### src/rtl/stk_pkg.sv
package stk_pkg;
  localparam int OP_W = 4;

  localparam logic [OP_W-1:0] OPC_NOP  = 4'h0;
  localparam logic [OP_W-1:0] OPC_PUSH = 4'h1;
  localparam logic [OP_W-1:0] OPC_POP  = 4'h2;
  localparam logic [OP_W-1:0] OPC_ADD  = 4'h3;
  localparam logic [OP_W-1:0] OPC_SUB  = 4'h4;
  localparam logic [OP_W-1:0] OPC_MUL  = 4'h5;
  localparam logic [OP_W-1:0] OPC_HALT = 4'hF;

  typedef enum logic [1:0] {
    ALU_ADD = 2'd0,
    ALU_SUB = 2'd1,
    ALU_MUL = 2'd2
  } aluOp_e;

  // strobes from sequencer to datapath
  typedef struct packed {
    logic   doPush;
    logic   doPop;
    logic   doArith;
    aluOp_e aluOp;
  } dpCtl_t;

  typedef enum logic [2:0] {
    S_FETCH,
    S_DECODE,
    S_EXEC,
    S_LOAD,
    S_HALT
  } state_e;
endpackage

### src/rtl/stk_alu.sv
module stk_alu
  import stk_pkg::*;
#(
  parameter int DATA_W = 16
) (
  input  logic [DATA_W-1:0] opTop,
  input  logic [DATA_W-1:0] opNext,
  input  aluOp_e            aluOp,
  output logic [DATA_W-1:0] aluRes
);
  localparam int PROD_W = 2 * DATA_W;

  logic [PROD_W-1:0] product;

  always_comb begin
    product = PROD_W'(opTop) * PROD_W'(opNext);
    case (aluOp)
      ALU_ADD: aluRes = opTop + opNext;
      ALU_SUB: aluRes = opTop - opNext;   // top is the minuend
      ALU_MUL: aluRes = product[DATA_W-1:0];
      default: aluRes = '0;
    endcase
  end
endmodule

### src/rtl/stk_datapath.sv
module stk_datapath
  import stk_pkg::*;
#(
  parameter int DATA_W = 16,
  parameter int DEPTH  = 8
) (
  input  logic              clk,
  input  logic              rst,
  input  dpCtl_t            ctl,
  input  logic [DATA_W-1:0] pushData,
  output logic [DATA_W-1:0] topVal,
  output logic              stEmpty,
  output logic              stFull,
  output logic              stHasTwo
);
  localparam int SP_W  = $clog2(DEPTH + 1);
  localparam int IDX_W = (DEPTH > 1) ? $clog2(DEPTH) : 1;

  logic [DATA_W-1:0] stk [DEPTH];
  logic [SP_W-1:0]   sp;
  logic [IDX_W-1:0]  topIdx;
  logic [IDX_W-1:0]  nextIdx;
  logic [DATA_W-1:0] nextVal;
  logic [DATA_W-1:0] aluRes;

  assign stEmpty  = (sp == '0);
  assign stFull   = (sp == SP_W'(DEPTH));
  assign stHasTwo = (sp >= SP_W'(2));

  assign topIdx  = IDX_W'(sp - SP_W'(1));
  assign nextIdx = IDX_W'(sp - SP_W'(2));
  assign topVal  = stEmpty  ? '0 : stk[topIdx];
  assign nextVal = stHasTwo ? stk[nextIdx] : '0;

  stk_alu #(.DATA_W(DATA_W)) u_alu (
    .opTop (topVal),
    .opNext(nextVal),
    .aluOp (ctl.aluOp),
    .aluRes(aluRes)
  );

  always_ff @(posedge clk) begin
    if (rst) begin
      sp <= '0;
      for (int i = 0; i < DEPTH; i++) stk[i] <= '0;
    end else begin
      for (int i = 0; i < DEPTH; i++) begin
        if (ctl.doPush && int'(sp) == i)
          stk[i] <= pushData;
        else if (ctl.doArith && int'(sp) == i + 2)
          stk[i] <= aluRes;
      end
      if (ctl.doPush)
        sp <= sp + SP_W'(1);
      else if (ctl.doPop || ctl.doArith)
        sp <= sp - SP_W'(1);
    end
  end

  // the sequencer must never ask for a push on a full stack
  p_no_overflow_r7: assert property (@(posedge clk) disable iff (rst)
    ctl.doPush |-> !stFull);
  p_no_underflow_pop_r8: assert property (@(posedge clk) disable iff (rst)
    ctl.doPop |-> !stEmpty);
  p_no_underflow_arith_r8: assert property (@(posedge clk) disable iff (rst)
    ctl.doArith |-> stHasTwo);
  p_push_value_r3: assert property (@(posedge clk) disable iff (rst)
    ctl.doPush |=> (topVal == $past(pushData)) && (sp == $past(sp) + SP_W'(1)));
  p_pop_shrinks_r4: assert property (@(posedge clk) disable iff (rst)
    ctl.doPop |=> sp == $past(sp) - SP_W'(1));
  p_arith_shrinks_r5: assert property (@(posedge clk) disable iff (rst)
    ctl.doArith |=> sp == $past(sp) - SP_W'(1));
  p_sub_order_r6: assert property (@(posedge clk) disable iff (rst)
    (ctl.doArith && ctl.aluOp == ALU_SUB) |=> topVal == $past(topVal) - $past(nextVal));
  p_idle_stable_r10: assert property (@(posedge clk) disable iff (rst)
    !(ctl.doPush || ctl.doPop || ctl.doArith) |=> $stable(sp));
endmodule

### src/rtl/stk_ctrl.sv
module stk_ctrl
  import stk_pkg::*;
#(
  parameter int DATA_W = 16,
  parameter int ADDR_W = 12
) (
  input  logic              clk,
  input  logic              rst,
  input  logic [DATA_W-1:0] memRdata,
  input  logic              stEmpty,
  input  logic              stFull,
  input  logic              stHasTwo,
  output logic [ADDR_W-1:0] memAddr,
  output logic              memWe,
  output dpCtl_t            ctl,
  output logic              halted,
  output logic              errFlag
);
  localparam int INSTR_W = OP_W + ADDR_W;

  state_e             state, stNext;
  logic [ADDR_W-1:0]  pc;
  logic [INSTR_W-1:0] ir;
  logic [OP_W-1:0]    opcode;
  logic [ADDR_W-1:0]  opAddr;
  logic               errSet;

  assign opcode = ir[INSTR_W-1 -: OP_W];
  assign opAddr = ir[ADDR_W-1:0];
  assign halted = (state == S_HALT);

  always_comb begin
    stNext  = state;
    memAddr = pc;
    memWe   = 1'b0;
    errSet  = 1'b0;
    ctl     = '0;
    case (state)
      S_FETCH:  stNext = S_DECODE;
      S_DECODE: stNext = S_EXEC;
      S_EXEC: begin
        case (opcode)
          OPC_PUSH: begin
            if (stFull) begin
              errSet = 1'b1;
              stNext = S_HALT;
            end else begin
              memAddr = opAddr;
              stNext  = S_LOAD;
            end
          end
          OPC_POP: begin
            if (stEmpty) begin
              errSet = 1'b1;
              stNext = S_HALT;
            end else begin
              memAddr   = opAddr;
              memWe     = 1'b1;
              ctl.doPop = 1'b1;
              stNext    = S_FETCH;
            end
          end
          OPC_ADD, OPC_SUB, OPC_MUL: begin
            if (!stHasTwo) begin
              errSet = 1'b1;
              stNext = S_HALT;
            end else begin
              ctl.doArith = 1'b1;
              ctl.aluOp   = (opcode == OPC_ADD) ? ALU_ADD :
                            (opcode == OPC_SUB) ? ALU_SUB : ALU_MUL;
              stNext      = S_FETCH;
            end
          end
          OPC_HALT: stNext = S_HALT;
          default:  stNext = S_FETCH;
        endcase
      end
      S_LOAD: begin
        ctl.doPush = 1'b1;
        stNext     = S_FETCH;
      end
      S_HALT:  stNext = S_HALT;
      default: stNext = S_FETCH;
    endcase
  end

  always_ff @(posedge clk) begin
    if (rst) begin
      state   <= S_FETCH;
      pc      <= '0;
      ir      <= '0;
      errFlag <= 1'b0;
    end else begin
      state <= stNext;
      if (state == S_DECODE) begin
        ir <= memRdata[INSTR_W-1:0];
        pc <= pc + ADDR_W'(1);
      end
      if (errSet) errFlag <= 1'b1;
    end
  end

  p_err_sticky_r12: assert property (@(posedge clk) disable iff (rst)
    errFlag |=> errFlag);
  p_err_halts_r8: assert property (@(posedge clk) disable iff (rst)
    errFlag |-> halted);
  p_halt_hold_r9: assert property (@(posedge clk) disable iff (rst)
    halted |=> halted && !memWe && $stable(memAddr));
  p_one_strobe_r2: assert property (@(posedge clk) disable iff (rst)
    $onehot0({ctl.doPush, ctl.doPop, ctl.doArith}));
  p_write_only_store_r4: assert property (@(posedge clk) disable iff (rst)
    memWe |-> ctl.doPop);
endmodule

### src/rtl/stk_core.sv
module stk_core
  import stk_pkg::*;
#(
  parameter int DATA_W = 16,
  parameter int ADDR_W = 12,
  parameter int DEPTH  = 8
) (
  input  logic              clk,
  input  logic              rst,
  output logic [ADDR_W-1:0] memAddr,
  output logic [DATA_W-1:0] memWdata,
  output logic              memWe,
  input  logic [DATA_W-1:0] memRdata,
  output logic              halted,
  output logic              errFlag,
  output logic [DATA_W-1:0] tosOut
);
  dpCtl_t ctl;
  logic   stEmpty, stFull, stHasTwo;

  stk_ctrl #(.DATA_W(DATA_W), .ADDR_W(ADDR_W)) u_ctrl (
    .clk     (clk),
    .rst     (rst),
    .memRdata(memRdata),
    .stEmpty (stEmpty),
    .stFull  (stFull),
    .stHasTwo(stHasTwo),
    .memAddr (memAddr),
    .memWe   (memWe),
    .ctl     (ctl),
    .halted  (halted),
    .errFlag (errFlag)
  );

  stk_datapath #(.DATA_W(DATA_W), .DEPTH(DEPTH)) u_dp (
    .clk     (clk),
    .rst     (rst),
    .ctl     (ctl),
    .pushData(memRdata),
    .topVal  (tosOut),
    .stEmpty (stEmpty),
    .stFull  (stFull),
    .stHasTwo(stHasTwo)
  );

  assign memWdata = tosOut;
endmodule

### config.mk
export PLATFORM = sky130hd
export DESIGN_NAME = stk_core
export DESIGN_NICKNAME = d
export VERILOG_FILES = /design/src/rtl/stk_pkg.sv /design/src/rtl/stk_alu.sv /design/src/rtl/stk_datapath.sv /design/src/rtl/stk_ctrl.sv /design/src/rtl/stk_core.sv
export SDC_FILE = /design/constraint.sdc
export NUM_CORES = 1
export LEC_CHECK = 0
export BUFFER_PORTS_ARGS = -buffer_cell sky130_fd_sc_hd__clkbuf_2
export CORE_MARGIN = 2
export CORE_UTILIZATION = 50
export CTS_CLUSTER_DIAMETER = 40
export DETAILED_ROUTE_END_ITERATION = 8
export HOLD_SLACK_MARGIN = 0.08
export PLACE_DENSITY = 0.67
export SLEW_MARGIN = 20
export SYNTH_ARGS = -nofsm -noshare
export SYNTH_HDL_FRONTEND = slang
export SYNTH_SLANG_ARGS = --single-unit
### constraint.sdc
create_clock -name clk -period 14.44 [get_ports clk]
set_input_delay 0.722 -clock clk [delete_from_list [all_inputs] [get_ports clk]]
set_output_delay 0.722 -clock clk [all_outputs]
set_load 0.02 [all_outputs]
Word level (Yosys, flattened, before mapping)
Memories as Yosys holds them, arrays and structs flattened.
Cells that the tools add are included.
{"block": "totals", "reg_bits": 36, "mem_bits_rw": 128, "input_bits": 18, "output_inout_bits": 47, "wordCells": 177, "n_memories": 1}
{"block": "classes", "add_sub_neg": 6, "mul": 1, "magnitude_cmp": 1, "n_eq_ne": 22, "muxes": 102, "bitwise_logic": 16, "n_reduce_logical": 23}
{"name": "u_dp.stk", "depth": 8, "width": 16, "read_ports": 2, "rd_clocked_by_memory_dff": 0, "wr": 8, "line_no": "stk_datapath.sv:19", "text": "logic [DATA_W-1:0] stk [DEPTH];"}
{"cell": "16-bit 2-to-1 mux", "n": 18}
{"cell": "1-bit 2-to-1 mux", "n": 66}
{"cell": "16-bit one-hot mux with 3 select lines", "n": 1}
{"cell": "12-bit 2-to-1 mux", "n": 3}
{"cell": "4-bit equality test, second input constant", "n": 8}
{"cell": "12-bit one-hot mux with 2 select lines", "n": 1}
{"cell": "3-bit one-hot mux with 4 select lines", "n": 2}
{"cell": "16-bit adder", "n": 1}
{"cell": "4-bit by 3-bit equality test with 1-bit output, second input constant", "n": 4}
{"cell": "1-bit logical AND", "n": 16}
{"cell": "16-bit by 16-bit multiplier with 16-bit output", "n": 1}
{"cell": "1-bit bitwise OR", "n": 16}
{"cell": "16-bit subtractor", "n": 1}
{"cell": "3-bit 2-to-1 mux", "n": 5}
{"cell": "12-bit by 1-bit adder with 12-bit output, second input constant", "n": 1}
{"cell": "4-bit by 2-bit equality test with 1-bit output, second input constant", "n": 3}
{"cell": "4-bit 2-to-1 mux", "n": 3}
{"cell": "4-bit logical NOT", "n": 2}
{"cell": "3-bit by 2-bit equality test with 1-bit output, second input constant", "n": 2}
{"cell": "4-bit by 1-bit adder with 4-bit output, second input constant", "n": 1}
{"cell": "4-bit by 1-bit equality test with 1-bit output, second input constant", "n": 1}
{"cell": "4-bit by 2-bit >= comparator with 1-bit output, second input constant", "n": 1}
{"cell": "2-bit 2-to-1 mux", "n": 2}
{"cell": "4-bit by 1-bit subtractor with 4-bit output, second input constant", "n": 1}
{"cell": "other kinds (11)", "n": 11}

Logic depth before layout (Yosys ltp)
Gate-level depths: netlist of the first run.
{"block": "depth", "depth_word": 12, "mapped_depth": 37, "depth_no_buf": 29}

Hierarchy
Synthesis of the first run repeated with hierarchy kept, for this count alone.
{"block": "hier_totals", "hier_cells": 1541, "area_unflattened_um2": 15142.0}
{"module": "stk_datapath", "n_inst": 1, "cells_each": 706, "area_per_inst_um2": 8331.7, "seq_area_each_um2": 3923.8}
{"module": "stk_alu", "n_inst": 1, "cells_each": 636, "area_per_inst_um2": 5103.6, "seq_area_each_um2": 0.0}
{"module": "stk_ctrl", "n_inst": 1, "cells_each": 183, "area_per_inst_um2": 1586.5, "seq_area_each_um2": 640.6}
{"module": "stk_core", "n_inst": 1, "cells_each": 16, "area_per_inst_um2": 120.1, "seq_area_each_um2": 0.0}

Least setup slack after synthesis of the first run
OpenSTA, ideal clock, no wires.
{"block": "synth_path", "kind": "register to register", "startpoint": "reg u_dp.sp[0]", "endpoint": "mem u_dp.stk[6][15], data pin", "setup_time_ps": 260, "arrival_ps": 8028, "t_required_ps": 14180, "path_slack_ps": 6152, "stages_incl_launch_ff": 32, "synth_period_minus_slack_ps": 8288, "cell_sequence": "dfxtp_1 -> buf_6 -> buf_12 -> buf_6 -> buf_2 -> inv_1 -> ha_1 -> buf_2 -> buf_2 -> buf_2 -> mux4_2 -> nand2_1 -> a31oi_1 -> nand2_1 -> fa_1 -> fa_1 -> inv_1 -> fa_1 -> fa_1 -> inv_1 -> fa_1 -> fa_1 -> xor2_1 -> xnor2_1 -> xnor2_1 -> xnor2_1 -> xnor2_1 -> xnor3_1 -> xnor3_2 -> xnor2_2 -> mux2i_4 -> mux2_2"}
{"element": "start, declared", "line_no": "stk_datapath.sv:20", "text": "logic [SP_W-1:0] sp;"}
{"element": "start signal, assigned", "line_no": "stk_datapath.sv:54", "text": "sp <= sp + SP_W'(1);"}
{"element": "start signal, assigned", "line_no": "stk_datapath.sv:56", "text": "sp <= sp - SP_W'(1);"}
{"element": "end, declared", "line_no": "stk_datapath.sv:19"}

==> qor.yml, run 1 <==
path_max_fanout: 40
finalSetupViolCount: 0
slowest_stage: "o41ai_1"
arrival_ns: 9.34
drc: 0
synth.area.top_cells: "edfxtp_1 (26%), fa_1 (11%), mux4_2 (9.4%)"
seq_area_frac_synth_pct: 30.88
r2r-start: "u_dp.sp[1]"
p_seq_share_pct: 45.8
cts_setup_buffers: 0
combinationalPowerShare_pct: 18.8
cts_root_buf: "clkbuf_16"
die_w_um: 175.9
p_int_w: 0.0008296
vias: 11710
layout_setup_ws_ns: 5.296
reg2reg_setup_slack_ns: 5.30
relSlewSlack_pct: 21.31
fin_nets: 1672
power_density_nw_per_um2: 75.59
n_antenna_cell: 0
worstSetupStartpointType: "flip-flop"
area_delta_synth_final_pct: 6.381
grt_usage_pct: 28.67
r2r_cells: 26
p_leak_nw: 6.183
netlist_area_um2: 14780
crit_buf_inv: 7
critPathCaptureType: "flip-flop"
syn_area_per_cell_um2: 9.823
vias_per_cell: 6.170
hp-class: "flip-flop to flip-flop"
pre_cts_ws_ns: 5.045
fin_util_pct: 54.35
drt_wl_total_um: 43270
yosysWarnings: 0
setup_tns_ns: 0
synth_edf_count: 128
grt_max_degree: 69
drive_gt1_share_pct: 16.26
synth.net_count: 1677
critical_path_class: "flip-flop to flip-flop"
status: "finished clean"
port_buffers: 64
routabilityCongestion: 0.9043
cpPeakStageDelay_ns: 0.73
grt-ovfl-total: 0
clockBufferDepth: 2
coreArea_um2: 28940
drt-initial-drc-count: 1166
ys_ff_latch: 164
hold_buffers: 0
cts.sink_count: 164
slew_violations: 0
start_util_pct: 51.09
hold_end: "u_ctrl.ir[1]"
post_drt_wl_per_cell_um: 22.81
clock_latency_ns: 0.44
pin_count: 65
first_pass_iters: 9
grt_pass1_wl_um: 66900
crit_top_cell: "fa_1"
cts_tree: "done"
clockPowerShare_pct: 35.4
fin_skew_ns: 0.01678
hold_viol: 0
rows: 62
die_y_um: 175.9
synth_common_cells: "nand2_1 (244), inv_1 (136), edfxtp_1 (128), nor2_1 (103), o21ai_0 (94)"
dp_hpwl_um: 31020
dieArea_um2: 30960
min_period_over_period_pct: 63.32
grt_pass1_vias: 11670
netlist-cell-type-count: 85
required_ns: 14.63
numCtsBuffers: 17
vdd_drop_max_uv: 76.33
rsz0062_at_grt: "false"
yosysMostFrequentCell: "nand2_1"
sw_frac_of_total_pct: 30.22
synthCells: 1505
hp-start: "u_ctrl.ir[1]"
worst_pin_slew_ns: 1.180
power.switching_w: 0.0003592
async_flop_share_pct: 0
cts_resized: 0
layout_min_cycle_time_ns: 9.144
synth.top_cell.area_share_pct: 26.00
fmax_mhz: 109.4
clk_pin_slew_worst_paths_ns: 0.07
h-tree-depth: 4
drv_cap: 0
crit_family: "adder cells"
synth_top_area_cell: "edfxtp_1"
timing.rr.end: "u_dp.stk[6][15]"
drt.antenna.violating_nets: 0
antenna_found_initial: 0
synth_ff_type: "edfxtp_1"
hold_depth: 2
-- tightest hold or removal path, delay by kind of cell (launching register included) --
kind	cells	cell delay [ns]
AOI/OAI and AO/OA	1	0.05
and+or+nand+nor	1	0.05
DFF	1	0.31
-- worst max-delay path by stage --
stage / depth (start not counted) / endpoint / from
floorplan: 31 / u_dp.stk[6][15] / u_dp.sp[0]
global placement: 23 / u_dp.stk[6][15] / u_dp.sp[1]
detailed placement: 23 / u_dp.stk[6][15] / u_dp.sp[1]
CTS: 23 / u_dp.stk[6][15] / u_dp.sp[1]
global route: 28 / u_dp.stk[6][15] / u_dp.sp[1]
finish: 26 / u_dp.stk[6][15] / u_dp.sp[1]
-- layout make-up --
class                      count  area (um^2)
fill                        2563        13210
multi-input combinational   1090         9144
sequential                   164         4569
inverter                     145        546.8
tap                          384        480.5
timing repair buffer          82        455.4
clock buffer                  18        429.2
clock inverter                14        101.3
-- per-stage QoR --
step	cells	hold WS, ns	power, W	cell area, um^2
global placement	1865	0.4399	0.0007699	15190
finish	1897	0.4545	0.001189	15730
detailed placement	1865	0.4474	0.0007743	15190
CTS	1897	0.4570	0.001182	15720
global route	1897	0.4778	0.001219	15730
floorplan	1505	0.4329	0.0007115	14780
-- power groups by stage --
stage          combinational, W  sequential, W  clock (W)
3_5_place_dp           0.000220       0.000554          0
3_3_place_gp           0.000218       0.000552          0
4_1_cts                0.000221       0.000544   0.000417
5_1_grt                0.000238       0.000546   0.000434
6_report               0.000224       0.000544   0.000421
2_1_floorplan          0.000165       0.000547          0
-- routing by layer --
layer / routed length, um / track usage (%) / vias up
met4: 1493 / 12.29 / 0
met1: 16840 / 36.51 / 5816
li1: - / - / 5155
met3: 3592 / 3.122 / 118
met2: 21350 / 49.82 / 616
met5: 0 / 0 / -
-- cells by family after synthesis --
group / share of synthesized area (%)
and+or+nand+nor: 13.95
AOI/OAI and AO/OA: 11.31
muxes: 14.30
DFF: 30.88
adders and majority gates: 17.10
xor gates and xnor gates: 4.892
buffers and inverters: 7.584
-- registers in the layout (all words and copies together), names as in the netlist --
register	cells
u_dp.sp	4
u_ctrl.pc	12
u_dp.stk	128
u_ctrl.ir	16
u_ctrl.state	3
u_ctrl.errFlag	1
-- cell usage in the layout, fill, tap and decap left out, drive strengths merged, types with 18 or more instances in the layout --
| cell | count |
|---|---|
| nand2 | 247 |
| inv | 149 |
| o21ai | 132 |
| edfxtp | 128 |
| nor2 | 104 |
| clkbuf | 82 |
| fa | 80 |
| ha | 74 |
| mux4 | 62 |
| a21oi | 61 |
| xnor2 | 53 |
| mux2i | 50 |
| dfxtp | 36 |
| nand2b | 28 |
| xor2 | 20 |
| a21o | 20 |
| buf | 18 |
Power figures use the tool's default switching activity.
==> run 2: changes to the inputs <==
==> constraint.sdc (replaced) <==
create_clock -name clk -period 9.4 [get_ports clk]
set_input_delay 0.47 -clock clk [delete_from_list [all_inputs] [get_ports clk]]
set_output_delay 0.47 -clock clk [all_outputs]
set_load 0.02 [all_outputs]
==> run 2 against run 1 <==
  * Total power rose by 55%
  * First-iteration DRC count is 0.51% higher
  * Routed wire length up 2.8%
  * Clock-buffer cell count unchanged
  * Hold slack worse by 0.090 ns
  * Critical path type unchanged
  * Cell count increased by 0.58%
  * Largest cell class unchanged
  * Clock power up 57%
==> qor.yml, run 2 (synthesis results as in run 1) <==
place_area_um2: 15270
clk_pin_slew_worst_paths_ns: 0.07
die_w_um: 175.9
slew_violations: 0
combinationalPowerShare_pct: 18.8
fin_skew_ns: 0.01066
n_antenna_cell: 0
routabilityCongestion: 0.9296
grt_pass1_wl_um: 68370
worst_pin_slew_ns: 1.197
worstSetupStartpointType: "flip-flop"
clock_latency_ns: 0.44
vias: 11720
crit_buf_inv: 7
dp_hpwl_um: 31930
reg2reg_setup_slack_ns: 0.61
final_area_um2: 15830
crit_top_cell: "inv_1"
hold_viol: 0
h-tree-depth: 4
critPathCaptureType: "flip-flop"
p_leak_nw: 6.255
largest_reg_flops: 128
p_int_w: 0.001283
timing.rr.end: "u_dp.stk[6][15]"
cts_tree: "done"
dieArea_um2: 30960
r2r-start: "u_dp.sp[0]"
hold_buffers: 0
hold_end: "u_ctrl.ir[10]"
hold_slack_ns: 0.3650
p_seq_share_pct: 45.4
power_density_nw_per_um2: 116.5
top_regs: "u_dp.stk (128), u_ctrl.ir (16), u_ctrl.pc (12)"
grt_max_degree: 69
layout_commonest_cell: "nand2_1"
rsz0062_at_grt: "false"
rows: 62
total_power_w: 0.001843
required_ns: 9.59
port_buffers: 64
antenna_found_initial: 0
finalSetupViolCount: 0
crit_family: "adder cells"
num-fill-cells: 2549
coreArea_um2: 28940
fmax_mhz: 113.8
hp-class: "input port to flip-flop"
cts.sink_count: 164
numCtsBuffers: 17
drive_gt1_share_pct: 16.80
cts_resized: 0
vdd_drop_max_uv: 128.2
status: "finished clean"
start_util_pct: 51.09
arrival_ns: 8.97
clockPowerShare_pct: 35.8
drt-initial-drc-count: 1172
final_cell_mix: "nand2_1 (244), inv_1 (136), edfxtp_1 (128), nor2_1 (98), o21ai_0 (94)"
regMostFlops: "u_dp.stk"
drt_wl_total_um: 44490
drt.antenna.violating_nets: 0
post_drt_wl_per_cell_um: 23.32
die_y_um: 175.9
slowest_stage: "o41ai_1"
area_delta_synth_final_pct: 7.067
stdcell_count: 1908
cts_root_buf: "clkbuf_16"
grt_usage_pct: 29.27
path_max_fanout: 25
grt-ovfl-total: 0
cts_setup_buffers: 0
power.switching_w: 0.0005606
drv_cap: 0
relSlewSlack_pct: 20.13
setup_tns_ns: 0
clockBufferDepth: 2
cpPeakStageDelay_ns: 0.83
pin_count: 65
critical_path_class: "flip-flop to flip-flop"
hp-start: "memRdata[10]"
first_pass_iters: 6
dp.cells: 1876
sw_frac_of_total_pct: 30.41
min_period_over_period_pct: 93.46
layout_min_cycle_time_ns: 8.786
vias_per_cell: 6.141
fin_nets: 1683
grt_pass1_vias: 11860
hold_depth: 3
r2r_cells: 28
drc: 0
## run 2: changes by cell type in the layout (fill, tap and decap cells not counted), sizes merged
cell	before	now
inv	149	150
clkinvlp	3	2
buf	18	29
## run 2: power groups by stage
stage,Clock (W),Sequential (W),Combinational [W]
finish,0.000660,0.000837,0.000347
global route,0.000689,0.000840,0.000370
CTS,0.000661,0.000836,0.000342
detailed placement,0,0.000852,0.000340
global placement,0,0.000850,0.000335
floorplan,0,0.000840,0.000253
## run 2: area by class of cell
cell class	count	area, um^2	area share (%)
clock buffer	18	429.2	2.711
clock inverter	14	125.1	0.7905
inverter	145	546.8	3.455
multi-input combinational	1090	9139	57.74
sequential	164	4569	28.87
tap	384	480.5	3.036
timing repair buffer	93	538.0	3.399
## run 2: how the worst max path moves through the flow
| stage | startpoint | end | cells past startpoint |
|---|---|---|---|
| 4_1_cts | u_dp.sp[0] | u_dp.stk[6][15] | 28 |
| 3_3_place_gp | u_dp.sp[0] | u_dp.stk[6][15] | 28 |
| 2_1_floorplan | u_dp.sp[0] | u_dp.stk[6][15] | 31 |
| 3_5_place_dp | u_dp.sp[0] | u_dp.stk[6][15] | 28 |
| 5_1_grt | u_dp.sp[0] | u_dp.stk[2][15] | 28 |
| 6_report | u_dp.sp[0] | u_dp.stk[6][15] | 28 |
## run 2: per-layer routing
metal  vias to the layer above  routed length (um)  track usage, %
li1                       5170                   -               -
met1                      5724               16970           37.24
met2                       669               21510           49.13
met3                       154                3909           4.651
met4                         0                2107           13.91
met5                         -                   0               0
## run 2: stage by stage
stage / util [%] / setup WS [ns]
floorplan: - / 1.112
detailed placement: 52.78 / 0.8078
finish: 54.70 / 0.6145
global route: 54.70 / 0.3038
global placement: 52.78 / 0.9287
CTS: 54.70 / 0.7519
## run 2: worst register-to-register path: cells and delay by family, from the launching register on
kind | cells | cell delay (ns)
adder cells (fa/ha/maj) | 8 | 3.25
AO/OA/AOI/OAI | 6 | 1.97
AND/OR/NAND/NOR | 4 | 1.45
buffers and inverters | 7 | 0.72
flip-flops | 1 | 0.46
multiplexers | 2 | 0.46
XOR/XNOR | 1 | 0.21
==> run 3: changes to the inputs <==
--- a/config.mk
+++ b/config.mk
@@ -7,11 +7,10 @@
 export LEC_CHECK = 0
 export BUFFER_PORTS_ARGS = -buffer_cell sky130_fd_sc_hd__clkbuf_2
 export CORE_MARGIN = 2
-export CORE_UTILIZATION = 50
+export CORE_UTILIZATION = 25
 export CTS_CLUSTER_DIAMETER = 40
 export DETAILED_ROUTE_END_ITERATION = 8
 export HOLD_SLACK_MARGIN = 0.08
-export PLACE_DENSITY = 0.67
 export SLEW_MARGIN = 20
 export SYNTH_ARGS = -nofsm -noshare
 export SYNTH_HDL_FRONTEND = slang
==> constraint.sdc (replaced) <==
create_clock -name clk -period 11.05 [get_ports clk]
set_input_delay 0.5525 -clock clk [delete_from_list [all_inputs] [get_ports clk]]
set_output_delay 0.5525 -clock clk [all_outputs]
set_load 0.02 [all_outputs]
==> run 3 against run 2 <==
  * Cell count rose by 20%
  * First-iteration DRC count rose by 16%
  * Hold slack improved by 0.088 ns
  * Non-clock buffer count fell by 4
==> qor.yml, run 3 (synthesis results as in run 1) <==
min_period_over_period_pct: 82.54
drv_cap: 0
cts_resized: 0
arrival_ns: 9.31
p_int_w: 0.001107
drt-initial-drc-count: 1363
cts_root_buf: "clkbuf_16"
die_y_um: 247.2
top_regs: "u_dp.stk (128), u_ctrl.ir (16), u_ctrl.pc (12)"
slew_violations: 0
dp_hpwl_um: 33820
cts_tree: "done"
drt.antenna.violating_nets: 0
port_buffers: 64
layout_setup_ws_ns: 1.930
area_delta_synth_final_pct: 10.17
layout_commonest_cell: "nand2_1"
start_util_pct: 25.19
setup_tns_ns: 0
drt_wl_total_um: 46870
worst_pin_slew_ns: 1.152
first_pass_iters: 5
r2r-start: "u_dp.sp[2]"
grt_pass1_vias: 11610
finalSetupViolCount: 0
pre_cts_ws_ns: 2.202
grt-ovfl-total: 0
drive_gt1_share_pct: 16.58
status: "finished clean"
antenna_found_initial: 0
fin_nets: 1679
routabilityCongestion: 0.9184
layout_min_cycle_time_ns: 9.120
grt_usage_pct: 15.34
vias: 11670
clk_pin_slew_worst_paths_ns: 0.06
clockPowerShare_pct: 36.0
vdd_drop_max_uv: 117.8
fin_skew_ns: 0.006437
p_leak_nw: 6.227
required_ns: 11.24
p_seq_share_pct: 45.0
n_antenna_cell: 0
rows: 89
path_max_fanout: 22
hold_buffers: 0
clock_latency_ns: 0.44
critPathLaunch: "u_dp.sp[2]"
clockBufferDepth: 2
cts_setup_buffers: 0
power.switching_w: 0.0004739
reg2reg_setup_slack_ns: 1.93
regMostFlops: "u_dp.stk"
power_density_nw_per_um2: 97.09
fmax_mhz: 109.6
timing.rr.end: "u_dp.stk[6][15]"
crit_end: "u_dp.stk[6][15]"
post_drt_wl_per_cell_um: 20.44
critical_path_class: "flip-flop to flip-flop"
r2r_cells: 22
pin_count: 65
grt_max_degree: 69
worstSetupStartpointType: "flip-flop"
drc: 0
hp-start: "memRdata[2]"
grt_pass1_wl_um: 70240
die_w_um: 247.2
largest_reg_flops: 128
h-tree-depth: 4
rsz0062_at_grt: "false"
sw_frac_of_total_pct: 29.97
hold_viol: 0
combinationalPowerShare_pct: 18.9
vias_per_cell: 5.087
final_cell_mix: "nand2_1 (244), inv_1 (136), edfxtp_1 (128), nor2_1 (98), o21ai_0 (94)"
relSlewSlack_pct: 23.09
total_power_w: 0.001581
numCtsBuffers: 17
cts.sink_count: 164
coreArea_um2: 58690
dieArea_um2: 61090
hp-class: "input port to flip-flop"
critPathCaptureType: "flip-flop"
run 3: cell types whose count changed in the layout (fill, tap and decap cells not counted), sizes merged:
cell	change
clkinv	-2
bufinv	+1
inv	-1
clkinvlp	+3
clkbuf	-1
buf	-4
run 3: power groups by stage:
stage | clock network [W] | registers, W | logic [W]
2_1_floorplan | 0 | 0.000715 | 0.000215
3_3_place_gp | 0 | 0.000723 | 0.000289
3_5_place_dp | 0 | 0.000725 | 0.000294
4_1_cts | 0.000571 | 0.000712 | 0.000294
5_1_grt | 0.000596 | 0.000715 | 0.000318
6_report | 0.000570 | 0.000712 | 0.000299
run 3: worst min-delay path by stage:
stage                    endpoint  depth (start not counted)
finish               u_ctrl.ir[2]                          3
global route        u_ctrl.ir[10]                          3
CTS                  u_ctrl.ir[6]                          3
detailed placement   u_ctrl.ir[9]                          2
global placement     u_ctrl.ir[5]                          2
floorplan            u_ctrl.ir[0]                          2
run 3: metal layers:
layer | vias up | wire length [um] | global-route usage (%)
met5 | - | 0 | 0
met4 | 0 | 1388 | 4.984
met3 | 110 | 4949 | 3.744
met2 | 628 | 20930 | 24.32
met1 | 5767 | 19600 | 20.46
li1 | 5160 | - | -
run 3: final cells by class:
| type | count | area [um^2] |
|---|---|---|
| clock inverter | 15 | 130.1 |
| sequential | 164 | 4569 |
| fill | 6108 | 42400 |
| inverter | 145 | 546.8 |
| tap | 773 | 967.2 |
| clock buffer | 17 | 425.4 |
| timing repair buffer | 89 | 508.0 |
| multi-input combinational | 1090 | 9140 |
run 3: critical path, cell delays in order, from the launching register on:
cell       delay (ns)
dfxtp_1          0.91
inv_1            0.27
ha_1             0.75
a2111oi_0        0.31
nor4_2           1.01
nand2_1          0.20
fa_1             0.55
fa_1             0.55
inv_1            0.06
fa_1             0.48
fa_1             0.51
fa_1             0.49
inv_1            0.05
fa_1             0.49
inv_1            0.05
ha_1             0.35
nand3_1          0.11
nand2_1          0.06
a41o_1           0.25
o41ai_1          0.75
xnor2_2          0.21
mux2i_4          0.16
mux2_2           0.30
run 3: stage by stage:
| stage | cells | util [%] | cell area, um^2 | hold WS (ns) |
|---|---|---|---|---|
| floorplan | 1505 | - | 14780 | 0.4329 |
| global placement | 2261 | 26.80 | 15730 | 0.4418 |
| detailed placement | 2261 | 26.80 | 15730 | 0.4506 |
| CTS | 2293 | 27.75 | 16290 | 0.4419 |
| global route | 2293 | 27.75 | 16290 | 0.4574 |
| finish | 2293 | 27.75 | 16290 | 0.4533 |
